==> src/rtl/mtb_pkg.sv <==
`timescale 1ns/1ps
package mtb_pkg;
  // Default geometry of the minute time base.
  localparam int unsigned MTB_STAGES   = 12;   // binary counter stages
  localparam int unsigned MTB_TERMINAL = 3600; // events per output pulse
  localparam int unsigned MTB_SYNC     = 2;    // synchronizer depth on the tick input
endpackage

==> src/rtl/mtb_fall_detect.sv <==
`timescale 1ns/1ps
// Brings the tick level into the clock domain and flags each falling edge for one cycle.
module mtb_fall_detect #(
  parameter int unsigned SYNC = 2
) (
  input  logic clk,
  input  logic rst,
  input  logic lvl_in,
  output logic fall
);
  logic [SYNC-1:0] sh;
  logic            prev;

  generate
    if (SYNC == 1) begin : g_one
      always_ff @(posedge clk or posedge rst)
        if (rst) sh <= '0;
        else     sh <= lvl_in;
    end else begin : g_many
      always_ff @(posedge clk or posedge rst)
        if (rst) sh <= '0;
        else     sh <= {sh[SYNC-2:0], lvl_in};
    end
  endgenerate

  always_ff @(posedge clk or posedge rst)
    if (rst) prev <= 1'b0;
    else     prev <= sh[SYNC-1];

  assign fall = prev & ~sh[SYNC-1];

  AST_FALL_SINGLE: assert property (@(posedge clk) disable iff (rst)
    fall |=> !fall);
endmodule

==> src/rtl/mtb_count_chain.sv <==
`timescale 1ns/1ps
// Synchronous binary chain: each stage toggles when every lower stage is high.
module mtb_count_chain #(
  parameter int unsigned W = 12
) (
  input  logic         clk,
  input  logic         rst,
  input  logic         adv,
  input  logic         clr,
  output logic [W-1:0] q,
  output logic [W-1:0] q_nxt
);
  logic [W-1:0] q_r;
  logic [W-1:0] carry;

  assign carry[0] = adv;

  generate
    for (genvar i = 0; i < W; i++) begin : g_stage
      if (i < W - 1) begin : g_carry
        assign carry[i+1] = carry[i] & q_r[i];
      end
      assign q_nxt[i] = q_r[i] ^ carry[i];
      always_ff @(posedge clk or posedge rst)
        if (rst)      q_r[i] <= 1'b0;
        else if (clr) q_r[i] <= 1'b0;
        else          q_r[i] <= q_nxt[i];
    end
  endgenerate

  assign q = q_r;

  AST_HOLD_IDLE: assert property (@(posedge clk) disable iff (rst)
    (!adv && !clr) |=> $stable(q));
  AST_STEP_ONE: assert property (@(posedge clk) disable iff (rst)
    (adv && !clr) |=> (q == $past(q) + 1'b1));
  AST_CLEAR_ZERO: assert property (@(posedge clk) disable iff (rst)
    clr |=> (q == '0));
endmodule

==> src/rtl/mtb_sparse_decode.sv <==
`timescale 1ns/1ps
// Matches only the bits that are set in TERMINAL; the clear bits are don't-care.
module mtb_sparse_decode #(
  parameter int unsigned W        = 12,
  parameter int unsigned TERMINAL = 3600
) (
  input  logic [W-1:0] value,
  output logic         hit
);
  localparam logic [W-1:0] MASK = W'(TERMINAL);
  logic [W-1:0] sel;

  generate
    for (genvar i = 0; i < W; i++) begin : g_bit
      if (MASK[i]) begin : g_watch
        assign sel[i] = value[i];
      end else begin : g_skip
        assign sel[i] = 1'b1;
      end
    end
  endgenerate

  assign hit = &sel;
endmodule

==> src/rtl/minute_timebase.sv <==
`timescale 1ns/1ps
module minute_timebase
  import mtb_pkg::*;
#(
  parameter int unsigned STAGES   = MTB_STAGES,
  parameter int unsigned TERMINAL = MTB_TERMINAL,
  parameter int unsigned SYNC     = MTB_SYNC
) (
  input  logic              clk,
  input  logic              rst_async,
  input  logic              tick_lvl,
  output logic              minute_pulse,
  output logic [STAGES-1:0] count_obs
);
  localparam logic [STAGES-1:0] LAST = STAGES'(TERMINAL - 1);

  logic              fall;
  logic              hit;
  logic              wrap;
  logic              pulse_q;
  logic [STAGES-1:0] cnt;
  logic [STAGES-1:0] cnt_nxt;

  mtb_fall_detect #(.SYNC(SYNC)) u_edge (
    .clk    (clk),
    .rst    (rst_async),
    .lvl_in (tick_lvl),
    .fall   (fall)
  );

  mtb_count_chain #(.W(STAGES)) u_chain (
    .clk   (clk),
    .rst   (rst_async),
    .adv   (fall),
    .clr   (wrap),
    .q     (cnt),
    .q_nxt (cnt_nxt)
  );

  // Decode the incremented value so the reload happens on the terminal event itself.
  mtb_sparse_decode #(.W(STAGES), .TERMINAL(TERMINAL)) u_dec (
    .value (cnt_nxt),
    .hit   (hit)
  );

  assign wrap = fall & hit;

  always_ff @(posedge clk or posedge rst_async)
    if (rst_async) pulse_q <= 1'b0;
    else           pulse_q <= wrap;

  assign minute_pulse = pulse_q;
  assign count_obs    = cnt;

  AST_PULSE_NARROW: assert property (@(posedge clk) disable iff (rst_async)
    minute_pulse |=> !minute_pulse);
  AST_PULSE_AT_ZERO: assert property (@(posedge clk) disable iff (rst_async)
    minute_pulse |-> (count_obs == '0));
  AST_COUNT_RANGE: assert property (@(posedge clk) disable iff (rst_async)
    count_obs <= LAST);
  AST_PULSE_FROM_LAST: assert property (@(posedge clk) disable iff (rst_async)
    $rose(minute_pulse) |-> ($past(count_obs) == LAST));
endmodule

==> config.mk <==
export PLATFORM = sky130hd
export DESIGN_NAME = minute_timebase
export DESIGN_NICKNAME = d
export VERILOG_FILES = /design/src/rtl/mtb_pkg.sv /design/src/rtl/mtb_fall_detect.sv /design/src/rtl/mtb_count_chain.sv /design/src/rtl/mtb_sparse_decode.sv /design/src/rtl/minute_timebase.sv
export SDC_FILE = /design/constraint.sdc
export NUM_CORES = 1
export LEC_CHECK = 0
export BUFFER_PORTS_ARGS = -buffer_cell sky130_fd_sc_hd__buf_2
export CORE_UTILIZATION = 40
export DETAILED_ROUTE_END_ITERATION = 16
export MAX_ROUTING_LAYER = met4
export PLACE_DENSITY = 0.66
export SKIP_CTS_REPAIR_TIMING = 1
export SYNTH_ARGS = -nofsm -noshare
export SYNTH_HDL_FRONTEND = slang
export SYNTH_SLANG_ARGS = --single-unit
==> constraint.sdc <==
create_clock -name clk -period 3.45 [get_ports clk]
set_input_delay 0 -clock clk [delete_from_list [all_inputs] [get_ports clk]]
set_output_delay 0 -clock clk [all_outputs]
set_load 0.01 [all_outputs]
After elaboration in Yosys (flattened, before gate mapping)

Cells that the tools add are included.
Widths: inputs -> output; s select.

Register bits: 16
Bits of input ports: 3
Output and inout port bits: 13
Word-level logic and storage cells: 54

Multiplexer cells: 12
Bitwise operators: 26
Reduce and logical (&&, ||, !) cells: 1

Operators by type and width:

| cell             | count |
|---|---|
| $and 1x1->1      | 13 |
| $mux 1           | 12 |
| $xor 1x1->1      | 12 |
| $reduce_and 4->1 | 1 |
| $not 1->1        | 1 |

Longest topological paths before layout

Word-level depth: 17
Gate-level depth with buffers: 16
Gate-level depth less buffers: 14

Cells and area by module

From an unflattened synthesis, not the netlist that was laid out.

Cell total of the unflattened synthesis: 47
Area total of the unflattened synthesis: 666.9 µm²

By module, submodules not included:

| module            | instances | cells each | area an instance (µm²) | seq. area each (µm²) |
|---|---|---|---|---|
| mtb_count_chain   | 1         | 38         | 530.5                  | 300.3 |
| mtb_fall_detect   | 1         | 5          | 92.6                   | 75.1 |
| minute_timebase   | 1         | 3          | 35.0                   | 25.0 |
| mtb_sparse_decode | 1         | 1          | 8.8                    | 0.0 |

Least setup slack after synthesis

No wires, ideal clock.

Path kind: register to register
From: reg u_edge.sh[1]
To: reg u_chain.q_r[10], in the netlist u_chain.q[10]
Setup time: 0.082 ns
Arrival: 3.129 ns
Required time: 3.368 ns
Setup slack: 0.240 ns
Stages on the path, launching flop included: 17
Buffers on the path: 2
Clock period less this slack: 3.210 ns
Cell sequence: dfrtp_1 and2b_1 buf_2 ha_1 ha_1 ha_1 ha_1 ha_1 ha_1 ha_1 ha_1 ha_1 ha_1 ha_1 and3_4 buf_4 a31oi_1

Word-level cells in the longest chain between the ends: 17
Elaborated cells on any way between the ends: 20
Classes of those cells: mux (1); bitwise (18); reduce/logical (1)

RTL lines:

| element                        | RTL line                | source |
|---|---|---|
| start: declaration             | mtb_fall_detect.sv:11   | `logic [SYNC-1:0] sh;` |
| start signal: assignment       | mtb_fall_detect.sv:22   | `else sh <= {sh[SYNC-2:0], lvl_in};` |
| $not 1->1 *                    | mtb_fall_detect.sv:30   | `assign fall = prev & ~sh[SYNC-1];` |
| $and 1x1->1 *                  | mtb_fall_detect.sv:30   |  |
| $and 1x1->1 (11 in series)     | mtb_count_chain.sv:21   | `assign carry[i+1] = carry[i] & q_r[i];` |
| $xor 1x1->1                    | mtb_count_chain.sv:23   | `assign q_nxt[i] = q_r[i] ^ carry[i];` |
| $reduce_and 4->1               | mtb_sparse_decode.sv:23 | `assign hit = &sel;` |
| $and 1x1->1                    | minute_timebase.sv:46   | `assign wrap = fall & hit;` |
| $mux 1 *                       | mtb_count_chain.sv:26   | `else if (clr) q_r[i] <= 1'b0;` |
| end signal: indexed assignment | mtb_count_chain.sv:27   | `else q_r[i] <= q_nxt[i];` |
| end: declaration               | mtb_count_chain.sv:13   | `logic [W-1:0] q_r;` |

Mark *: on every way between the ends. The rest lies on a longest branch, timed or not.

Final worst setup path

From: reg u_edge.prev
To: reg u_chain.q_r[3], in the netlist u_chain.q[3]

Word-level cells in the longest chain between the ends: 16
Elaborated cells on any way between the ends: 20
Classes of those cells: mux (1); bitwise (18); reduce/logical (1)

RTL lines:

| element                    | RTL line                | source |
|---|---|---|
| start: declaration         | mtb_fall_detect.sv:12   | `logic prev;` |
| start signal: assignment   | mtb_fall_detect.sv:28   | `else prev <= sh[SYNC-1];` |
| $and 1x1->1 *              | mtb_fall_detect.sv:30   |  |
| $and 1x1->1 (11 in series) | mtb_count_chain.sv:21   |  |
| $xor 1x1->1                | mtb_count_chain.sv:23   |  |
| $reduce_and 4->1           | mtb_sparse_decode.sv:23 |  |
| $and 1x1->1                | minute_timebase.sv:46   |  |
| $mux 1 *                   | mtb_count_chain.sv:26   |  |

Marked as above.

==> impl_metrics.env <==
export IMPL_drc_errors=0
export IMPL_wl_per_cell_um=11.6
export IMPL_ys_ff_latch=16
export IMPL_io_buffer_count=15
export IMPL_areaGrowthSynthToFinish_pct=22.8
export IMPL_row_count=15
export IMPL_crit_buf_inv=1
export IMPL_rr_startpoint="u_edge.prev"
export IMPL_die_x_um=44.6
export IMPL_worstMarginPinSlew_ns=0.595
export IMPL_clock_skew_ns=0.00307
export IMPL_p_leak_nw=0.515
export IMPL_fillCellCount=158
export IMPL_vias=476
export IMPL_max_slew_margin=0.603
export IMPL_finalNetCount=93
export IMPL_dr_pass1_iters=2
export IMPL_required_ns=3.62
export IMPL_cts_buffers=3
export IMPL_rsz0062_at_grt="false"
export IMPL_gr_usage_all_layers=0.141
export IMPL_status="finished clean"
export IMPL_fmax_mhz=309
export IMPL_cap_violations=0
export IMPL_antenna_left=0
export IMPL_synthDistinctLibCells=12
export IMPL_end_kind="register"
export IMPL_ys_warn_count=0
export IMPL_synth_fp_nets=72
export IMPL_avgSynthCellArea_um2=12.5
export IMPL_clockBufferDepth=2
export IMPL_clk_pin_slew_ns=0.10
export IMPL_htreeDepth=1
export IMPL_synthCells=58
export IMPL_crit_arrival_ns=3.40
export IMPL_setup_viol=0
export IMPL_finalCritPeriodShare=0.937
export IMPL_clkLatencyLatePin_ns=0.28
export IMPL_r2r_end="u_chain.q[3]"
export IMPL_slowest_delay_ns=0.37
export IMPL_drive_gt1_frac=0.308
export IMPL_synth_top_cell_by_area="dfrtp_1"
export IMPL_wirelength_um=1190
export IMPL_num_io_pins=16
export IMPL_core_area_mm2=0.00171
export IMPL_ir_drop_v=0.000250
export IMPL_cts_root_buf="clkbuf_4"
export IMPL_dieArea_mm2=0.00199
export IMPL_overflow=0
export IMPL_placed_cells=97
export IMPL_finalHoldViolations=0
export IMPL_maxSlewViolCount=0
export IMPL_fin_cells=103
export IMPL_synth_top_area_frac=0.552
export IMPL_synth_area_leaders="dfrtp_1 55%, ha_1 19%, a31oi_1 9.5%, inv_1 6.2%, xor2_2 2.2%"
export IMPL_path_class="reg2reg"
export IMPL_antenna_cells=0
export IMPL_tritoncts="built"
export IMPL_dp_final_hpwl_um=849
export IMPL_clock_sinks=16
export IMPL_grt_pass1_wl_um=1900
export IMPL_chipHeight_um=44.6
export IMPL_period_needed_ns=3.23
export IMPL_dr_first_iter_drc_count=5
export IMPL_initial_core_util=0.425
export IMPL_p_per_area_mw_per_mm2=538
export IMPL_path_common_cell="ha_1"
export IMPL_ys_seq_area_frac=0.552
export IMPL_cpMaxStageDelayCell="dfrtp_1"
export IMPL_fin_setup_tns_ns=0
export IMPL_antenna_found_initial=0
export IMPL_start_kind="register"
export IMPL_crit_family="adder cells"
export IMPL_synthesis_area_um2=726
export IMPL_viasPerCell=4.62
export IMPL_hold_class="in2async"
export IMPL_critical_path_max_fanout=7
export IMPL_grt_pass1_vias=416
export IMPL_crit_chain="and2b_1, ha_1, ha_1, ha_1, ha_1, ha_1, ha_1, ha_1, ha_1, ha_1, ha_1, ha_1, xor2_4, buf_4, a31oi_1"
export IMPL_grt_max_degree=17
export IMPL_worstRegToRegCells=15
export IMPL_reg2reg_slack_ns=0.22
export IMPL_place_gp_congestion=0.674
placed cells by master, fill, tap and decap left out, drive strengths merged:
| cell type | Yosys | routed |
|---|---|---|
| a31oi | 11 | 11 |
| xor2 | 1 | 1 |
| dlygate4sd3 | 0 | 2 |
| and2b | 1 | 1 |
| inv | 12 | 12 |
| clkbuf | 0 | 4 |
| dfrtp | 16 | 16 |
| ha | 11 | 11 |
| buf | 3 | 17 |
| and3 | 2 | 2 |
| a21boi | 1 | 1 |
cell usage after synthesis:
master and count:
and3_4 1, buf_4 1, ha_1 11, buf_6 1, xor2_2 1, and2b_1 1, dfrtp_1 16, buf_2 1
and3_2 1, a31oi_1 11, inv_1 12, a21boi_0 1
report_power, final:
group,total [mW],switching (mW),internal (mW),leakage [nW]
registers,0.239,0.0180,0.221,0.207
clock network,0.123,0.0592,0.0642,0.0210
logic,0.117,0.0629,0.0537,0.287
layer usage:
layer | global-route usage | wire length, µm | share of wire | vias up
li1 | - | - | - | 236
met1 | 0.178 | 562 | 0.47 | 225
met2 | 0.224 | 580 | 0.49 | 13
met3 | 0.0245 | 35 | 0.029 | 2
met4 | 0.0545 | 14 | 0.012 | 0
met5 | - | 0 | 0 | -
how the worst max path moves through the flow:
stage                 startpoint  slack [ns]  cells past startpoint            end
detailed placement   u_edge.prev        0.16                     15   u_chain.q[3]
CTS                  u_edge.prev        0.14                     15   u_chain.q[3]
global placement     u_edge.prev        0.20                     15   u_chain.q[1]
global route         u_edge.prev        0.03                     15   u_chain.q[3]
floorplan           u_edge.sh[1]        0.24                     16  u_chain.q[10]
finish               u_edge.prev        0.22                     15   u_chain.q[3]
tightest hold or removal path, stage by stage:
cell and delay [ns]:
dlygate4sd3_1 0.53, buf_2 0.11, inv_1 0.43
final cells by class:
class	count	area, µm²	share of cell area
Sequential cell	16	400	0.449
Multi-Input combinational cell	27	268	0.301
Timing Repair Buffer	19	110	0.124
Inverter	12	45.0	0.0506
Clock buffer	4	36.3	0.0407
Tap cell	25	31.3	0.0351
sequential cells by signal (all words and copies together) (netlist names):
signal and count:
u_edge.sh 2, u_chain.q 12, minute_pulse 1, u_edge.prev 1
cell families (layout without fill, tap and decap cells):
logic type      after synthesis  after routing  synth area share
compound gates               12             12             0.105
xor+xnor                      1              1            0.0224
fa+ha+maj                    11             11             0.190
buf+inv                      15             35            0.0948
flops                        16             16             0.552
simple gates                  3              3            0.0362
stage by stage:
stage               worst slack (ns)   util  power, mW  cell area (µm²)  hold slack, ns
finish                         0.217  0.522      0.479              891           0.312
global route                  0.0311  0.522      0.516              891           0.344
CTS                            0.138  0.503      0.483              860          -0.216
detailed placement             0.160  0.482      0.361              823          0.0963
global placement               0.203  0.482      0.354              823          0.0971
floorplan                      0.240      -      0.313              726         -0.0863
Power figures use the tool's default switching activity.
